==> config.mk <==
export PLATFORM = sky130hd
export DESIGN_NAME = power_sequencer
export DESIGN_NICKNAME = d
export VERILOG_FILES = /design/src/rtl/pwrseq_pkg.sv /design/src/rtl/pwrseq_timer.sv /design/src/rtl/pwrseq_fsm.sv /design/src/rtl/power_sequencer.sv
export SDC_FILE = /design/constraint.sdc
export NUM_CORES = 1
export LEC_CHECK = 0
export ABC_AREA = 1
export BUFFER_PORTS_ARGS = -buffer_cell sky130_fd_sc_hd__buf_2
export CORE_AREA = 2 2 59 88
export DETAILED_ROUTE_END_ITERATION = 12
export DIE_AREA = 0 0 61 90
export PLACE_DENSITY = 0.83
export SYNTH_ARGS = -nofsm -noshare
export SYNTH_HDL_FRONTEND = slang
export SYNTH_HIERARCHICAL = 1
export SYNTH_SLANG_ARGS = --single-unit
==> constraint.sdc <==
create_clock -name clk -period 3.8 [get_ports clk]
set_clock_uncertainty 0.15 [all_clocks]
set_input_delay 0.19 -clock clk [delete_from_list [all_inputs] [get_ports clk]]
set_output_delay 0.19 -clock clk [all_outputs]
set_load 0.01 [all_outputs]
==> src/rtl/pwrseq_pkg.sv <==
package pwrseq_pkg;

    typedef enum logic [2:0] {
        PS_OFF     = 3'd0,
        PS_BATT    = 3'd1,
        PS_IO      = 3'd2,
        PS_CHIP    = 3'd3,
        PS_RUN     = 3'd4,
        PS_CORE_DN = 3'd5,
        PS_IO_DN   = 3'd6
    } pstate_e;

    typedef struct packed {
        logic batt;
        logic io;
        logic chip;
        logic rel;
    } rails_t;

    // Whole cycles covering a wait in microseconds, rounded up.
    function automatic int unsigned ceil_cycles(input longint unsigned hz,
                                                input longint unsigned us);
        longint unsigned prod;
        prod = hz * us;
        return int'((prod + 64'd999_999) / 64'd1_000_000);
    endfunction

    // Rail levels that each state holds.
    function automatic rails_t rails_of(input pstate_e s);
        rails_t r;
        r = '0;
        case (s)
            PS_BATT:    r = '{batt: 1'b1, io: 1'b0, chip: 1'b0, rel: 1'b0};
            PS_IO:      r = '{batt: 1'b1, io: 1'b1, chip: 1'b0, rel: 1'b0};
            PS_CHIP:    r = '{batt: 1'b1, io: 1'b1, chip: 1'b1, rel: 1'b0};
            PS_RUN:     r = '{batt: 1'b1, io: 1'b1, chip: 1'b1, rel: 1'b1};
            PS_CORE_DN: r = '{batt: 1'b1, io: 1'b1, chip: 1'b0, rel: 1'b0};
            PS_IO_DN:   r = '{batt: 1'b1, io: 1'b0, chip: 1'b0, rel: 1'b0};
            default:    r = '0;
        endcase
        return r;
    endfunction

endpackage

==> src/rtl/pwrseq_timer.sv <==
module pwrseq_timer #(
    parameter int CNT_W = 8
) (
    input  logic             clk,
    input  logic             rst,
    input  logic             clr,
    input  logic [CNT_W-1:0] limit,
    output logic             expired
);

    logic [CNT_W-1:0] cnt;

    // Counter saturates one below the limit; the state holds for 'limit' cycles.
    assign expired = (cnt + CNT_W'(1)) >= limit;

    always_ff @(posedge clk) begin
        if (rst || clr) begin
            cnt <= '0;
        end else if (!expired) begin
            cnt <= cnt + CNT_W'(1);
        end
    end

endmodule

==> src/rtl/pwrseq_fsm.sv <==
module pwrseq_fsm
    import pwrseq_pkg::*;
#(
    parameter int CNT_W      = 8,
    parameter int STEP_CYC   = 4,
    parameter int SETTLE_CYC = 16
) (
    input  logic             clk,
    input  logic             rst,
    input  logic             req,
    input  logic             expired,
    output pstate_e          state,
    output logic             tmr_clr,
    output logic [CNT_W-1:0] limit
);

    pstate_e nxt;

    always_comb begin
        nxt = state;
        case (state)
            PS_OFF:     if (req) nxt = PS_BATT;
            PS_BATT:    if (!req) nxt = PS_IO_DN;
                        else if (expired) nxt = PS_IO;
            PS_IO:      if (!req) nxt = PS_CORE_DN;
                        else if (expired) nxt = PS_CHIP;
            PS_CHIP:    if (!req) nxt = PS_CORE_DN;
                        else if (expired) nxt = PS_RUN;
            PS_RUN:     if (!req) nxt = PS_CORE_DN;
            PS_CORE_DN: if (expired) nxt = PS_IO_DN;
            PS_IO_DN:   if (expired) nxt = PS_OFF;
            default:    nxt = PS_OFF;
        endcase
    end

    assign tmr_clr = (nxt != state);
    assign limit   = (state == PS_CHIP) ? CNT_W'(SETTLE_CYC) : CNT_W'(STEP_CYC);

    always_ff @(posedge clk) begin
        if (rst) state <= PS_OFF;
        else     state <= nxt;
    end


    abort_settle_chk: assert property (@(posedge clk) disable iff (rst)
        (state == PS_CHIP && !req) |=> (state == PS_CORE_DN));


    teardown_holds_chk: assert property (@(posedge clk) disable iff (rst)
        (state == PS_CORE_DN && !expired) |=> (state == PS_CORE_DN));

endmodule

==> src/rtl/power_sequencer.sv <==
module power_sequencer
    import pwrseq_pkg::*;
#(
    parameter int unsigned CLK_HZ    = 125_000_000,
    parameter int unsigned SETTLE_US = 5000,
    parameter int          STEP_CYC  = 16
) (
    input  logic clk,
    input  logic rst,
    input  logic pwr_req,
    output logic batt_en,
    output logic io_en,
    output logic chip_en,
    output logic rst_n,
    output logic busy,
    output logic ready
);

    localparam int SETTLE_CYC = int'(ceil_cycles(longint'(CLK_HZ), longint'(SETTLE_US)));
    localparam int MAX_WAIT   = (SETTLE_CYC > STEP_CYC) ? SETTLE_CYC : STEP_CYC;
    localparam int CNT_W      = $clog2(MAX_WAIT + 1) + 1;

    pstate_e          state;
    logic             tmr_clr;
    logic             expired;
    logic [CNT_W-1:0] limit;
    rails_t           rails;

    pwrseq_fsm #(
        .CNT_W     (CNT_W),
        .STEP_CYC  (STEP_CYC),
        .SETTLE_CYC(SETTLE_CYC)
    ) u_fsm (
        .clk    (clk),
        .rst    (rst),
        .req    (pwr_req),
        .expired(expired),
        .state  (state),
        .tmr_clr(tmr_clr),
        .limit  (limit)
    );

    pwrseq_timer #(
        .CNT_W(CNT_W)
    ) u_timer (
        .clk    (clk),
        .rst    (rst),
        .clr    (tmr_clr),
        .limit  (limit),
        .expired(expired)
    );

    assign rails   = rails_of(state);
    assign batt_en = rails.batt;
    assign io_en   = rails.io;
    assign chip_en = rails.chip;
    assign rst_n   = rails.rel;
    assign busy    = (state != PS_OFF) && (state != PS_RUN);
    assign ready   = (state == PS_RUN);

    // Cycles chip enable has been high, saturating at the settling count.
    logic [CNT_W-1:0] ce_age;
    always_ff @(posedge clk) begin
        if (rst || !chip_en)                ce_age <= '0;
        else if (ce_age != CNT_W'(SETTLE_CYC)) ce_age <= ce_age + CNT_W'(1);
    end


    io_after_batt_chk: assert property (@(posedge clk) disable iff (rst)
        $rose(io_en) |-> $past(batt_en));


    chip_after_io_chk: assert property (@(posedge clk) disable iff (rst)
        $rose(chip_en) |-> $past(io_en));


    settle_gap_chk: assert property (@(posedge clk) disable iff (rst)
        $rose(rst_n) |-> (ce_age >= CNT_W'(SETTLE_CYC)));


    core_before_io_chk: assert property (@(posedge clk) disable iff (rst)
        $fell(io_en) |-> (!chip_en && !rst_n));


    chip_rst_together_chk: assert property (@(posedge clk) disable iff (rst)
        $fell(chip_en) |-> $fell(rst_n) || !$past(rst_n));


    batt_after_io_chk: assert property (@(posedge clk) disable iff (rst)
        $fell(batt_en) |-> !io_en);


    reset_off_chk: assert property (@(posedge clk)
        rst |=> (!batt_en && !io_en && !chip_en && !rst_n && !busy && !ready));


    busy_ready_excl_chk: assert property (@(posedge clk) disable iff (rst)
        !(busy && ready));

endmodule

==> reports/qor.txt <==
ROUTING
--------------------------------------------------------------------------------------------------
Vias post-DR                                                                                  2554
Residual DRC count                                                                               0
Number of iterations in the first detailed-routing pass                                          4
Antenna-violating nets left                                                                      0
DRC marker count from the first detailed-route iteration                                        91
DR WL/cell                                                                                 12.1 um
Final WL                                                                                   6160 um
Post-DR vias/cell                                                                             5.00

SETUP PATH
--------------------------------------------------------------------------------------------------
Worst reg-to-reg setup slack                                                                160 ps
Worst Setup End Kind                                                                          flop
Most repeated library cell on the critical path                                       sky130_fd_sc_hd__nand2_1
Data required time of the critical path                                                    3860 ps
Startpoint type of the worst setup path                                                       flop
Crit path kind                                                                             reg2reg
Biggest fanout along the worst timing path                                                      10
Number of cells on the worst reg-to-reg path                                                    26
Capturing point of the worst reg2reg path                                             u_timer/cnt[5]
Data arrival time at the worst-slack endpoint                                              3690 ps
Delay of the slowest cell on the worst path                                                 380 ps
Worst reg2reg path startpoint                                                         u_timer/cnt[1]
Cell with the biggest individual delay on the critical path                           sky130_fd_sc_hd__dfxtp_2

FLOORPLAN
--------------------------------------------------------------------------------------------------
Starting density of the core                                                                 54.9%
Placement Rows                                                                                  31
Die outline area                                                                          5490 um2
Number of I/O pins                                                                               9
Width of the chip                                                                            61 um
Chip Height                                                                                  90 um
Core area                                                                                 4770 um2

SYNTHESIS
--------------------------------------------------------------------------------------------------
Count of mapped cells out of synthesis                                                         429
Summed instance area of the synthesized netlist                                           2620 um2
Number of distinct library cells after synthesis                                                33
Post-synthesis area per instance                                                          6.10 um2
Synth Warn #                                                                                     6
Portion of the post-synthesis area used by sequential elements                               18.4%
Seq cells post-synth                                                                            24

POWER
--------------------------------------------------------------------------------------------------
Static leakage power                                                                       1.38 nW
P per Cell Area                                                                         265 nW/um2
Proportion of power drawn by combinational gates                                             35.8%
Share of total power in the clock network                                                    29.7%
Net switching power                                                                       0.274 mW
Register share of total power                                                                34.5%
Largest vdd supply drop                                                                   0.320 mV
Switching Share                                                                              34.8%
Internal Pwr Total                                                                        0.515 mW

HOLD PATH
--------------------------------------------------------------------------------------------------
Hold path depth                                                                                  4
Hold Crit Class                                                                             in2reg
Worst Hold Launch                                                                          pwr_req
Terminating pin of the worst hold path                                                u_fsm/state[2]

CELLS AND AREA
--------------------------------------------------------------------------------------------------
FF+latch area                                                                              488 um2
Area Overhead vs Synth                                                                       13.7%
End-of-flow core utilization                                                                 62.4%
Final Net Count                                                                                471
Final non-filler cell area                                                                2980 um2
Area occupied by multi-input gates                                                        1860 um2
Count of filler cells inserted in the layout                                                   420
Layout cell share with drive strength beyond 1                                               20.9%
Count of placed standard cells in the final layout, fillers left out                           511
ANT cells                                                                                        0

STA
--------------------------------------------------------------------------------------------------
Post-route minimum period                                                                  3640 ps
Count of final setup violators                                                                   0
Setup TNS Final                                                                               0 ps
Hold violation count in the final report                                                         0
Max Clk Rate                                                                               275 MHz
Hold slack final                                                                            160 ps
Number of max-slew violations in the final report                                                0
Post-route clock period utilization                                                          95.7%

GLOBAL ROUTING
--------------------------------------------------------------------------------------------------
Wire length of the first global-routing pass                                               9800 um
Via count of the first global-routing pass                                                    2389
Largest net degree at the start of global routing                                               43
Antenna violations before repair                                                                 0
Tot GR Track Use                                                                             22.6%
Total gr overflow                                                                                0

FLOW RUN
--------------------------------------------------------------------------------------------------
Number of max-capacitance violations reported                                                    0

CTS
--------------------------------------------------------------------------------------------------
Maximum root-to-sink buffer count                                                                2
Root Buffer                                                                           sky130_fd_sc_hd__clkbuf_8
Clock transition time at the flip-flop clock pins of the worst setup and hold paths         100 ps
Clk_lat worst skew                                                                          270 ps
Sink Count                                                                                      24
CTS tree                                                                                     built
Max H-tree Level                                                                                 1
Total clock buffers created by CTS                                                               3

PLACE
--------------------------------------------------------------------------------------------------
Total instance count after detailed placement                                                  496
Detailed placement HPWL                                                                    4390 um
Final GP Congestion                                                                          0.919
Buffers on Ports                                                                                 8
Cell area after placement                                                                 2660 um2

STATUS
--------------------------------------------------------------------------------------------------
Result of the run                                                                     finished clean

## cell type report
class / count / area share, %
clock buffers: 3 / 1.39
clock inverters: 1 / 1.01
inverters: 70 / 8.87
multi-input cells: 318 / 62.5
flip-flops and latches: 24 / 16.4
well taps: 66 / 2.78
repair buffers: 29 / 7.02
## power by group through the flow
stage	Clock, mW	Sequential [mW]	Combinational (mW)
2_1_floorplan	0	0.280	0.199
3_3_place_gp	0	0.276	0.249
3_5_place_dp	0	0.276	0.252
4_1_cts	0.239	0.271	0.254
5_1_grt	0.248	0.274	0.316
6_report	0.234	0.273	0.282
## sequential cells by signal, summed over array words and instances (netlist names)
name and cells:
u_fsm/state 3, u_timer/cnt 21
## stage by stage
step	setup slack [ps]	power (mW)
finish	164	0.789
floorplan	89.1	0.479
CTS	60.7	0.764
detailed placement	135	0.529
global placement	233	0.525
global route	-105	0.838
## cells in the final DEF (no fill, tap or decap), types with 3 or more instances in the layout
cell / count
sky130_fd_sc_hd__inv_2: 7
sky130_fd_sc_hd__dfxtp_1: 18
sky130_fd_sc_hd__buf_2: 9
sky130_fd_sc_hd__dfxtp_2: 6
sky130_fd_sc_hd__a21oi_1: 7
sky130_fd_sc_hd__nand4_1: 5
sky130_fd_sc_hd__conb_1: 12
sky130_fd_sc_hd__ha_4: 5
sky130_fd_sc_hd__nand2_1: 130
sky130_fd_sc_hd__ha_1: 16
sky130_fd_sc_hd__buf_6: 3
sky130_fd_sc_hd__xor2_1: 11
sky130_fd_sc_hd__nand3_4: 3
sky130_fd_sc_hd__inv_1: 61
sky130_fd_sc_hd__nor2_4: 5
sky130_fd_sc_hd__clkbuf_8: 3
sky130_fd_sc_hd__nand2_2: 10
sky130_fd_sc_hd__nor3_4: 3
sky130_fd_sc_hd__nor2_2: 7
sky130_fd_sc_hd__buf_4: 16
sky130_fd_sc_hd__nor3_1: 5
sky130_fd_sc_hd__nor2_1: 64
sky130_fd_sc_hd__nand3_1: 17
## per-layer routing
| metal | wire (um) | share of wire, % | GRT usage, % |
|---|---|---|---|
| met1 | 2270 | 37 | 24.7 |
| met5 | 0 | 0 | 0 |
| met2 | 3410 | 55 | 40.6 |
| met3 | 216 | 3.5 | 2.45 |
| met4 | 263 | 4.3 | 11.2 |
## what timing repair did
| action | 4_1_cts | 5_1_grt |
|---|---|---|
| hold buffers | 1 | 0 |
| setup buffers | 0 | 9 |
| gates resized for setup | 0 | 37 |
| endpoints found under the setup margin | 0 | 21 |
| endpoints found under the hold margin | 2 | 0 |
## critical path: cells and delay by family, from the launching register on
family / cells / cell delay [ps]
compound gates: 2 / 390
simple gates: 19 / 1930
fa+ha+maj: 2 / 420
buf+inv: 3 / 310
flops: 1 / 380
## worst max-delay path by stage
stage                         from              end  slack, ps  cells after the start
floorplan           u_timer/cnt[0]   u_timer/cnt[0]         90                     30
global placement    u_timer/cnt[2]  u_timer/cnt[17]        230                     27
detailed placement  u_timer/cnt[2]  u_timer/cnt[11]        130                     28
CTS                 u_timer/cnt[2]  u_timer/cnt[11]         60                     27
global route        u_timer/cnt[0]  u_timer/cnt[17]       -110                     28
finish              u_timer/cnt[1]   u_timer/cnt[5]        160                     26
## synthesized netlist by cell type
master,number,share of area [%]
sky130_fd_sc_hd__nand4_2,1,0.48
sky130_fd_sc_hd__dfxtp_1,24,18
sky130_fd_sc_hd__nor3_1,6,1.1
sky130_fd_sc_hd__nand2_1,137,20
sky130_fd_sc_hd__ha_1,22,11
sky130_fd_sc_hd__inv_1,62,8.9
sky130_fd_sc_hd__nand3_1,17,3.3
sky130_fd_sc_hd__xor2_2,3,1.9
sky130_fd_sc_hd__clkinv_1,1,0.14
sky130_fd_sc_hd__a21oi_4,1,0.62
sky130_fd_sc_hd__nor2_2,3,0.72
sky130_fd_sc_hd__nand2_2,4,0.96
sky130_fd_sc_hd__nor2_4,4,1.7
sky130_fd_sc_hd__nor2_1,69,9.9
sky130_fd_sc_hd__clkinv_2,1,0.19
sky130_fd_sc_hd__nor3_2,2,0.76
sky130_fd_sc_hd__a21o_1,1,0.29
sky130_fd_sc_hd__buf_2,3,0.57
sky130_fd_sc_hd__clkbuf_8,1,0.53
sky130_fd_sc_hd__o21ai_0,2,0.38
sky130_fd_sc_hd__nand3_2,3,1.1
sky130_fd_sc_hd__inv_2,6,0.86
sky130_fd_sc_hd__xor2_1,11,3.7
sky130_fd_sc_hd__nor2_8,1,0.76
sky130_fd_sc_hd__nor3_4,2,1.2
sky130_fd_sc_hd__clkbuf_1,2,0.29
sky130_fd_sc_hd__nand4_1,5,1.2
sky130_fd_sc_hd__a31oi_1,1,0.24
sky130_fd_sc_hd__a21oi_2,1,0.33
sky130_fd_sc_hd__conb_1,1,0.14
sky130_fd_sc_hd__buf_4,22,6.3
sky130_fd_sc_hd__nand3_4,2,1.3
sky130_fd_sc_hd__a21oi_1,8,1.5
## cell families after synthesis
| logic type | Yosys count | synth area share [%] |
|---|---|---|
| AO/OA/AOI/OAI | 14 | 3.39 |
| flip-flops | 24 | 18.4 |
| other | 1 | 0.143 |
| XOR/XNOR | 14 | 5.54 |
| AND/OR/NAND/NOR | 256 | 44.3 |
| adder cells (fa/ha/maj) | 22 | 10.5 |
| buffers and inverters | 98 | 17.8 |
Note: power is estimated with default switching activity, not from simulation.
